$ cat src/rtl/pid_pkg.sv
package pid_pkg;
    localparam int ADDR_W   = 32;
    localparam int DATA_W   = 32;
    localparam int OFFS_W   = 12;
    localparam int ID_W     = 6;
    localparam int NUM_SLOTS = 1 << ID_W;
    localparam int TAG_LSB  = OFFS_W + ID_W;
    localparam logic [ADDR_W-1:0] WINDOW_BASE = 32'h4000_0000;

    typedef logic [ID_W-1:0] slot_id_t;

    typedef struct packed {
        logic     in_window;
        slot_id_t id;
    } addr_dec_t;

    function automatic addr_dec_t split_addr(input logic [ADDR_W-1:0] a);
        addr_dec_t d;
        d.in_window = (a[ADDR_W-1:TAG_LSB] == WINDOW_BASE[ADDR_W-1:TAG_LSB]);
        d.id        = a[TAG_LSB-1:OFFS_W];
        return d;
    endfunction
endpackage

$ cat src/rtl/pid_member_pick.sv
module pid_member_pick
    import pid_pkg::*;
#(
    parameter int NP = 8,
    parameter logic [NP*ID_W-1:0] SLOT_MAP = '0
) (
    input  addr_dec_t       dec,
    input  logic            req,
    input  logic [NP-1:0]   en,
    output logic [NP-1:0]   sel
);
    logic [NP-1:0] member;
    logic [NP-1:0] pick;
    logic          got;

    always_comb begin
        for (int i = 0; i < NP; i++)
            member[i] = dec.in_window && (SLOT_MAP[i*ID_W +: ID_W] == dec.id);
        pick = '0;
        got  = 1'b0;
        // enabled members take precedence, lowest index first
        for (int i = 0; i < NP; i++)
            if (!got && member[i] && en[i]) begin
                pick[i] = 1'b1;
                got     = 1'b1;
            end
        // otherwise fall back to the lowest member so it can be configured
        for (int i = 0; i < NP; i++)
            if (!got && member[i]) begin
                pick[i] = 1'b1;
                got     = 1'b1;
            end
        sel = req ? pick : '0;
    end
endmodule

$ cat src/rtl/pid_irq_fold.sv
module pid_irq_fold
    import pid_pkg::*;
#(
    parameter int NP = 8,
    parameter logic [NP*ID_W-1:0] SLOT_MAP = '0
) (
    input  logic [NP-1:0]        irq,
    output logic [NUM_SLOTS-1:0] vec
);
    for (genvar s = 0; s < NUM_SLOTS; s++) begin : g_slot
        always_comb begin
            vec[s] = 1'b0;
            for (int i = 0; i < NP; i++)
                if (SLOT_MAP[i*ID_W +: ID_W] == ID_W'(s))
                    vec[s] = vec[s] | irq[i];
        end
    end
endmodule

$ cat src/rtl/pid_conflict_mon.sv
module pid_conflict_mon
    import pid_pkg::*;
#(
    parameter int NP = 8,
    parameter logic [NP*ID_W-1:0] SLOT_MAP = '0
) (
    input  logic          clk,
    input  logic          rst,
    input  logic [NP-1:0] en,
    output logic          conflict
);
    localparam int CNT_W = $clog2(NP + 1);

    logic [NUM_SLOTS-1:0] multi;

    for (genvar s = 0; s < NUM_SLOTS; s++) begin : g_slot
        if (s == 0) begin : g_free
            // slot 0 members may legitimately run together
            assign multi[s] = 1'b0;
        end else begin : g_chk
            logic [CNT_W-1:0] n;
            always_comb begin
                n = '0;
                for (int i = 0; i < NP; i++)
                    if (en[i] && (SLOT_MAP[i*ID_W +: ID_W] == ID_W'(s)))
                        n = n + 1'b1;
                multi[s] = (n > CNT_W'(1));
            end
        end
    end

    always_ff @(posedge clk) begin
        if (rst)
            conflict <= 1'b0;
        else if (|multi)
            conflict <= 1'b1;
    end

    a_r8_conflict_sticky: assert property (@(posedge clk) disable iff (rst)
        conflict |=> conflict);
endmodule

$ cat src/rtl/periph_slot_decoder.sv
module periph_slot_decoder
    import pid_pkg::*;
#(
    parameter int NUM_PERIPH = 8,
    parameter logic [NUM_PERIPH*ID_W-1:0] SLOT_MAP =
        {6'd31, 6'd5, 6'd5, 6'd5, 6'd2, 6'd2, 6'd0, 6'd0}
) (
    input  logic                         clk,
    input  logic                         rst,
    input  logic [ADDR_W-1:0]            bus_addr,
    input  logic                         bus_req,
    input  logic [NUM_PERIPH-1:0]        per_en,
    input  logic [NUM_PERIPH-1:0]        per_irq,
    input  logic [NUM_PERIPH*DATA_W-1:0] per_rdata,
    output logic [NUM_PERIPH-1:0]        per_sel,
    output logic [DATA_W-1:0]            bus_rdata,
    output logic                         bus_err,
    output logic                         slot_conflict,
    output logic [NUM_SLOTS-1:0]         irq_vec
);
    addr_dec_t dec;
    assign dec = split_addr(bus_addr);

    pid_member_pick #(.NP(NUM_PERIPH), .SLOT_MAP(SLOT_MAP)) u_pick (
        .dec (dec),
        .req (bus_req),
        .en  (per_en),
        .sel (per_sel)
    );

    pid_irq_fold #(.NP(NUM_PERIPH), .SLOT_MAP(SLOT_MAP)) u_irq (
        .irq (per_irq),
        .vec (irq_vec)
    );

    pid_conflict_mon #(.NP(NUM_PERIPH), .SLOT_MAP(SLOT_MAP)) u_conf (
        .clk      (clk),
        .rst      (rst),
        .en       (per_en),
        .conflict (slot_conflict)
    );

    always_comb begin
        bus_rdata = '0;
        for (int i = 0; i < NUM_PERIPH; i++)
            if (per_sel[i])
                bus_rdata = per_rdata[i*DATA_W +: DATA_W];
    end

    always_ff @(posedge clk) begin
        if (rst)
            bus_err <= 1'b0;
        else
            bus_err <= bus_req && (per_sel == '0);
    end

    a_r2_one_select: assert property (@(posedge clk) disable iff (rst)
        $onehot0(per_sel) && (!bus_req -> per_sel == '0));

    a_r6_idle_rdata_zero: assert property (@(posedge clk) disable iff (rst)
        (per_sel == '0) |-> (bus_rdata == '0));

    a_r7_err_follows_miss: assert property (@(posedge clk) disable iff (rst)
        (bus_req && per_sel == '0) |=> bus_err);

    a_r7_no_err_on_hit: assert property (@(posedge clk) disable iff (rst)
        (!bus_req || per_sel != '0) |=> !bus_err);

    a_r9_quiet_irqs: assert property (@(posedge clk) disable iff (rst)
        (per_irq == '0) |-> (irq_vec == '0));
endmodule

$ cat config.mk
export PLATFORM = sky130hd
export DESIGN_NAME = periph_slot_decoder
export DESIGN_NICKNAME = d
export VERILOG_FILES = /design/src/rtl/pid_pkg.sv /design/src/rtl/pid_member_pick.sv /design/src/rtl/pid_irq_fold.sv /design/src/rtl/pid_conflict_mon.sv /design/src/rtl/periph_slot_decoder.sv
export SDC_FILE = /design/constraint.sdc
export NUM_CORES = 1
export LEC_CHECK = 0
export BUFFER_PORTS_ARGS = -buffer_cell sky130_fd_sc_hd__buf_2
export CAP_MARGIN = 20
export CORE_AREA = 3 3 158 160
export CTS_CLUSTER_DIAMETER = 150
export DETAILED_ROUTE_END_ITERATION = 12
export DIE_AREA = 0 0 161 163
export HOLD_SLACK_MARGIN = 0.02
export PLACE_DENSITY_LB_ADDON = 0.25
export SYNTH_ARGS = -nofsm -noshare
export SYNTH_HDL_FRONTEND = slang
export SYNTH_SLANG_ARGS = --single-unit
$ cat constraint.sdc
create_clock -name clk -period 4.1 [get_ports clk]
set_input_delay 0.82 -clock clk [delete_from_list [all_inputs] [get_ports clk]]
set_output_delay 0.82 -clock clk [all_outputs]
set_load 0.1 [all_outputs]
# After elaboration in Yosys (flattened, before gate mapping)
# Index checks and enable logic that the tools add are counted.
[word_totals]
reg_bits = 2
latch_bits = 0
mem_bits_rw = 0
rom_bits = 0
inputBits = 307
out_inout_bits = 106
wordCells = 107
n_memories = 0
[classes]
add_sub_neg = 3
n_mul = 0
n_div = 0
magnitude_cmp = 3
eq_ne = 4
shifts = 0
mux = 45
n_bitwise = 4
reduce_logical = 46
[op_table]
columns = ["cell", "count"]
rows = [
  ["2-to-1 mux 32 bit", 8],
  ["2-to-1 mux 1 bit", 33],
  ["logical AND 1 bit", 28],
  ["logical NOT 1 bit", 15],
  ["== test 14 x 13 -> 1 bit (second input constant)", 1],
  ["adder 4 x 1 -> 4 bit (second input constant)", 2],
  ["greater-than comparator 4 x 1 -> 1 bit (second input constant)", 2],
  ["logical NOT 8 bit", 1],
  ["2-to-1 mux 4 bit", 2],
  ["2-to-1 mux 8 bit", 1],
  ["== test 2 x 6 -> 1 bit (first input constant)", 1],
  ["== test 3 x 6 -> 1 bit (first input constant)", 1],
  ["== test 5 x 6 -> 1 bit (first input constant)", 1],
  ["logical NOT 6 bit", 1],
  ["bitwise OR 1 bit", 4],
  ["OR reduction 3 bit", 1],
  ["adder 1 x 1 -> 2 bit (second input constant)", 1],
  ["2-to-1 mux 2 bit", 1],
  ["greater-than comparator 1 bit (second input constant)", 1],
]

# Depth between registers and ports, before layout
[logic_depth]
word_depth = 65
ltp_mapped = 10
ltp_nobuf = 8

# Cells and area by module
# From an unflattened synthesis, not the netlist that was laid out.
[hier_totals]
hier_cells = 458
area_unflattened_um2 = 3636.0
[modules_own_cells]
columns = ["mod", "instances", "cells_per_inst", "area_per_inst_um2", "seq_area_each_um2"]
rows = [
  ["periph_slot_decoder", 1, 357, 2860.2, 20.0],
  ["pid_irq_fold", 1, 65, 480.5, 0.0],
  ["pid_member_pick", 1, 26, 207.7, 0.0],
  ["pid_conflict_mon", 1, 10, 87.6, 20.0],
]

# Worst setup path before layout
# No wires, ideal clock.
[synth_timing]
path_type = "input port to output port"
start = "input bus_addr[29]"
end = "output bus_rdata[19]"
arrival_time_ns = 4.814
required_time_ns = 3.280
setup_slack_ns = -1.534
cell_stages = 8
n_path_buf = 2
path_cell_list = "nor4b_1 -> nand4_1 -> or3_1 -> clkbuf_1 -> clkinv_1 -> clkbuf_1 -> nand2_1 -> a32oi_1"
[synth_between]
elab_chain_cells = 58
elab_cells_between_ends = 82
cone_classes = "1 x eq/ne; 39 x mux; 42 x reduce/logical"
[synth_rtl]
columns = ["item", "line", "source"]
rows = [
  ["start, declared", "periph_slot_decoder.sv:10", "input logic [ADDR_W-1:0] bus_addr,"],
  ["== test 14 x 13 -> 1 bit (*)", "pid_pkg.sv:19", "d.in_window = (a[ADDR_W-1:TAG_LSB] == WINDOW_BASE[ADDR_W-1:TAG_LSB]);"],
  ["logical AND 1 bit", "pid_member_pick.sv:18", "member[i] = dec.in_window && (SLOT_MAP[i*ID_W +: ID_W] == dec.id);"],
  ["logical AND 1 bit", "pid_member_pick.sv:23", "if (!got && member[i] && en[i]) begin"],
  ["2-to-1 mux 1 bit", "pid_member_pick.sv:23", ""],
  ["logical NOT 1 bit", "pid_member_pick.sv:23", ""],
  ["logical AND 1 bit (2 in a row)", "pid_member_pick.sv:23", ""],
  ["2-to-1 mux 1 bit", "pid_member_pick.sv:23", ""],
  ["logical NOT 1 bit", "pid_member_pick.sv:23", ""],
  ["[42 not listed]", "n/a", ""],
  ["logical AND 1 bit", "pid_member_pick.sv:29", "if (!got && member[i]) begin"],
  ["2-to-1 mux 1 bit", "pid_member_pick.sv:29", ""],
  ["logical NOT 1 bit", "pid_member_pick.sv:29", ""],
  ["logical AND 1 bit", "pid_member_pick.sv:29", ""],
  ["2-to-1 mux 1 bit (*)", "pid_member_pick.sv:29", ""],
  ["2-to-1 mux 8 bit (*)", "pid_member_pick.sv:33", "sel = req ? pick : '0;"],
  ["named net per_sel[7]", "periph_slot_decoder.sv:15", "output logic [NUM_PERIPH-1:0] per_sel,"],
  ["2-to-1 mux 32 bit (*)", "periph_slot_decoder.sv:46", "if (per_sel[i])"],
  ["end, declared", "periph_slot_decoder.sv:16", "output logic [DATA_W-1:0] bus_rdata,"],
]
# Mark *: on every way through the listed nets, which the timed path passes. The rest lies on a longest branch.

# Worst setup path after layout
[layout_timing]
start = "input bus_addr[16]"
end = "output bus_rdata[20]"
[layout_between]
elab_chain_cells = 58
elab_cells_between_ends = 85
cone_classes = "3 x eq/ne; 39 x mux; 43 x reduce/logical"
[layout_rtl]
columns = ["item", "line"]
rows = [
  ["logical NOT 6 bit", "pid_member_pick.sv:18"],
  ["logical AND 1 bit", "pid_member_pick.sv:18"],
  ["logical AND 1 bit", "pid_member_pick.sv:23"],
  ["2-to-1 mux 1 bit", "pid_member_pick.sv:23"],
  ["logical NOT 1 bit", "pid_member_pick.sv:23"],
  ["logical AND 1 bit (2 in a row)", "pid_member_pick.sv:23"],
  ["2-to-1 mux 1 bit", "pid_member_pick.sv:23"],
  ["logical NOT 1 bit", "pid_member_pick.sv:23"],
  ["[41 not listed]", "n/a"],
  ["logical NOT 1 bit", "pid_member_pick.sv:29"],
  ["logical AND 1 bit", "pid_member_pick.sv:29"],
  ["2-to-1 mux 1 bit", "pid_member_pick.sv:29"],
  ["logical NOT 1 bit", "pid_member_pick.sv:29"],
  ["logical AND 1 bit", "pid_member_pick.sv:29"],
  ["2-to-1 mux 1 bit", "pid_member_pick.sv:29"],
  ["2-to-1 mux 8 bit (*)", "pid_member_pick.sv:33"],
  ["2-to-1 mux 32 bit (*)", "periph_slot_decoder.sv:46"],
]
# Mark *: on every way between the ends. The rest lies on a longest branch, timed or not.

==> metrics.txt <==
status finished clean; core area 0.0235 mm^2; adder-cell share of the synthesized area less than 1%; DRC violation count after routing 0; clock period minus worst slack around 4 ns; Post-Synth Simple-Gate Area 19.4%; leakage power 0.00254 uW; Metal-1 WL around 7200 um; largest fanout on the critical path 13; top cell type by total area after synthesis buf_4; routed wire length 18,700 um; FFs w/ async S/R, synth 0%; crit path DAT 3.20 ns; worst reg2reg path depth 2; hold_sp u_conf.conflict; post-route insts no fill 1,038; Synth Cell Area 0.00259 mm^2; Hold Crit Depth 2; synthesized flop and latch total 2; hpwl dp roughly 15,000 um; Top delay family on crit path simple AND/OR/NAND/NOR gates; TritonCTS clock tree yes; WL met2 9960 um; clk_lat worst skew 0.22 ns; share of cells above drive strength 1 62.3%; sequential-to-total area share from yosys stat under 10%; final net count 1,030; synth cell count leaders buf_4 (65), nand2_1 (38), o21ai_0 (34); mux share of post-synthesis cell area 0%; Final Slew Violations 0; H-tree depth 1; num rows 56; die boundary height 163 um; Antenna Cells 0; Post-synth EDFFs 0; clock-pin slew on the worst setup and hold paths 0.03 ns; R2R Setup Slk 3.52 ns; Power Dens Cells 98.6 mW/mm^2; CP required roughly 3.3 ns; Final Hold Vio Count 0; Pre-antenna DRT Iters 7; top-count cell post-synth buf_4; Distinct cells, synth between 50 and 60; total power 599 uW; largest net degree at the start of global routing 34; XOR/XNOR Fraction of Synth Area 0%; met3 wirelength from detailed routing 1340 um; Top FF cell, synth dfxtp_1; Avg Inst Size Synth about 6.9 um^2; main combinational cell family by area after synthesis compound AO/OA/AOI/OAI gates; TritonCTS Buffers 3; RSZ-0062 raised after global routing true; skew final 0 ns; endpoints failing setup 0; routed vias/inst 4.27; WL/cell 18.0 um; clk sinks 2; vias in the first global route 4,478; Routability Congestion 0.738; overall routing resource usage about an eighth; Filler Cell Count 2,623; Buffers & Inverters on Critical Path 5; Max Used Layer met4; Max clock buf depth 2; FF-to-FF Start u_conf.conflict; Die X 161 um; antenna-violating nets left 0; first-pass GRT wire length 25,100 um; number of port buffers 338; die area around 0.026 mm^2; Max Clock Freq 0.249 GHz; Cells after Synth 375; capture point of the worst reg-to-reg path u_conf.conflict; crit path cell chain buf_2, or3_1, buf_4, or4_4, a21oi_1, nor4bb_4, buf_4, buf_12, a22oi_1, a32oi_4, buf_12; Root Driver clkbuf_16; CP Launch Type input pin; I/O Pins 413; gr ovfl total 0; Placed Cells about 1,000; HP Class register to register; ranking of synthesized cells by area buf_4 (19%), a222oi_1 (11%), a32oi_1 (9.8%); CP max stage cell or4_4; Vias 4,430; Initial Utilization roughly 11%; area share of the largest cell type after synthesis 18.8%; hold worst-path end u_conf.conflict; critical path class input pin to primary output; max_cap viols 0; initial antenna violation count 0; compound-gate portion of the synthesized area 50.7%; crit end category primary output; crit share post-route 98.1%; Synth Warn # 0; DRT iter0 DRCs 282; largest stage delay on the critical path 0.42 ns; Area Growth Syn to Fin 134%; Peak VDD IR 150 uV
==> routing by layer <==
layer	vias up	track usage, %
li1	2074	-
met1	2069	14.4
met2	270	23.9
met3	17	1.68
met4	0	2.31
met5	-	0
==> logic make-up (layout without fill, tap and decap cells) <==
| logic type | after synthesis | after routing |
|---|---|---|
| buffers and inverters | 105 | 389 |
| AOI/OAI and AO/OA | 172 | 172 |
| DFF | 2 | 2 |
| and+or+nand+nor | 93 | 94 |
| adders and majority gates | 2 | 2 |
| other | 1 | 60 |
==> how the worst max path moves through the flow <==
stage | slack, ns | end | from | cells after the start
2_1_floorplan | -0.16 | bus_rdata[30] | bus_addr[16] | 9
5_1_grt | -0.02 | bus_rdata[0] | bus_addr[16] | 12
4_1_cts | -0.01 | bus_rdata[29] | bus_addr[16] | 10
3_5_place_dp | -0.08 | bus_rdata[17] | bus_addr[16] | 10
3_3_place_gp | -0.03 | bus_rdata[17] | bus_addr[16] | 10
6_report | 0.08 | bus_rdata[20] | bus_addr[16] | 11
==> report_power, final <==
part	internal, uW	switching, uW
logic	110	322
clock network	124	21.2
registers	21.0	0.560
==> sequential cells by signal, summed over array words and instances (netlist names) <==
register         cells
bus_err              1
u_conf.conflict      1
==> through the flow <==
step / setup slack [ns] / instance area, um^2 / hold WS [ns] / setup TNS [ns] / util, %
final: 0.0790 / 6080 / 0.512 / 0 / 25.8
after global routing: -0.0161 / 6080 / 0.552 / -0.0181 / 25.8
after CTS: -0.0136 / 5940 / 0.513 / -0.0136 / 25.2
after detailed placement: -0.0781 / 5870 / 0.509 / -0.114 / 24.9
after global placement: -0.0347 / 5870 / 0.513 / -0.0657 / 24.9
after floorplan: -0.160 / 3530 / 0.889 / -3.05 / -
==> area by class of cell <==
class                           count  area [um^2]  share of cell area [%]
Tap cell                          319          399                    6.57
Inverter                            8         46.3                   0.762
Clock buffer                        3         75.1                    1.24
Timing Repair Buffer              378         2730                    44.9
Sequential cell                     2         40.0                   0.659
Multi-Input combinational cell    328         2790                    45.9
==> placed cells by master (no fill, tap or decap), drive strengths merged, types with 3 or more instances in the layout <==
cell / netlist / final
buf: 84 / 378
conb: 1 / 60
nand2: 39 / 39
nand3: 4 / 4
a22oi: 30 / 30
or2: 3 / 3
nor3: 8 / 8
o21ai: 35 / 35
a32oi: 29 / 29
nor4: 3 / 3
or3: 6 / 6
inv: 6 / 5
a21boi: 29 / 29
nand2b: 3 / 3
a222oi: 29 / 29
nor2: 10 / 10
nand4: 4 / 4
and2: 4 / 5
clkbuf: 13 / 3
a21oi: 6 / 6
==> what timing repair did <==
action | CTS | global route
pin swaps | 0 | 5
setup buffers | 0 | 8
hold endpoints to repair | 0 | 0
resized for setup | 2 | 15
hold buffers | 0 | 0
endpoints found under the setup margin | 3 | 31
cloned | 0 | 1
==> worst register-to-register path, cell delays in order, from the launching register on <==
cell and delay [ns]:
dfxtp_1 0.30, nor2_1 0.09, a21oi_1 0.07
(Power assumes the default switching activity.)
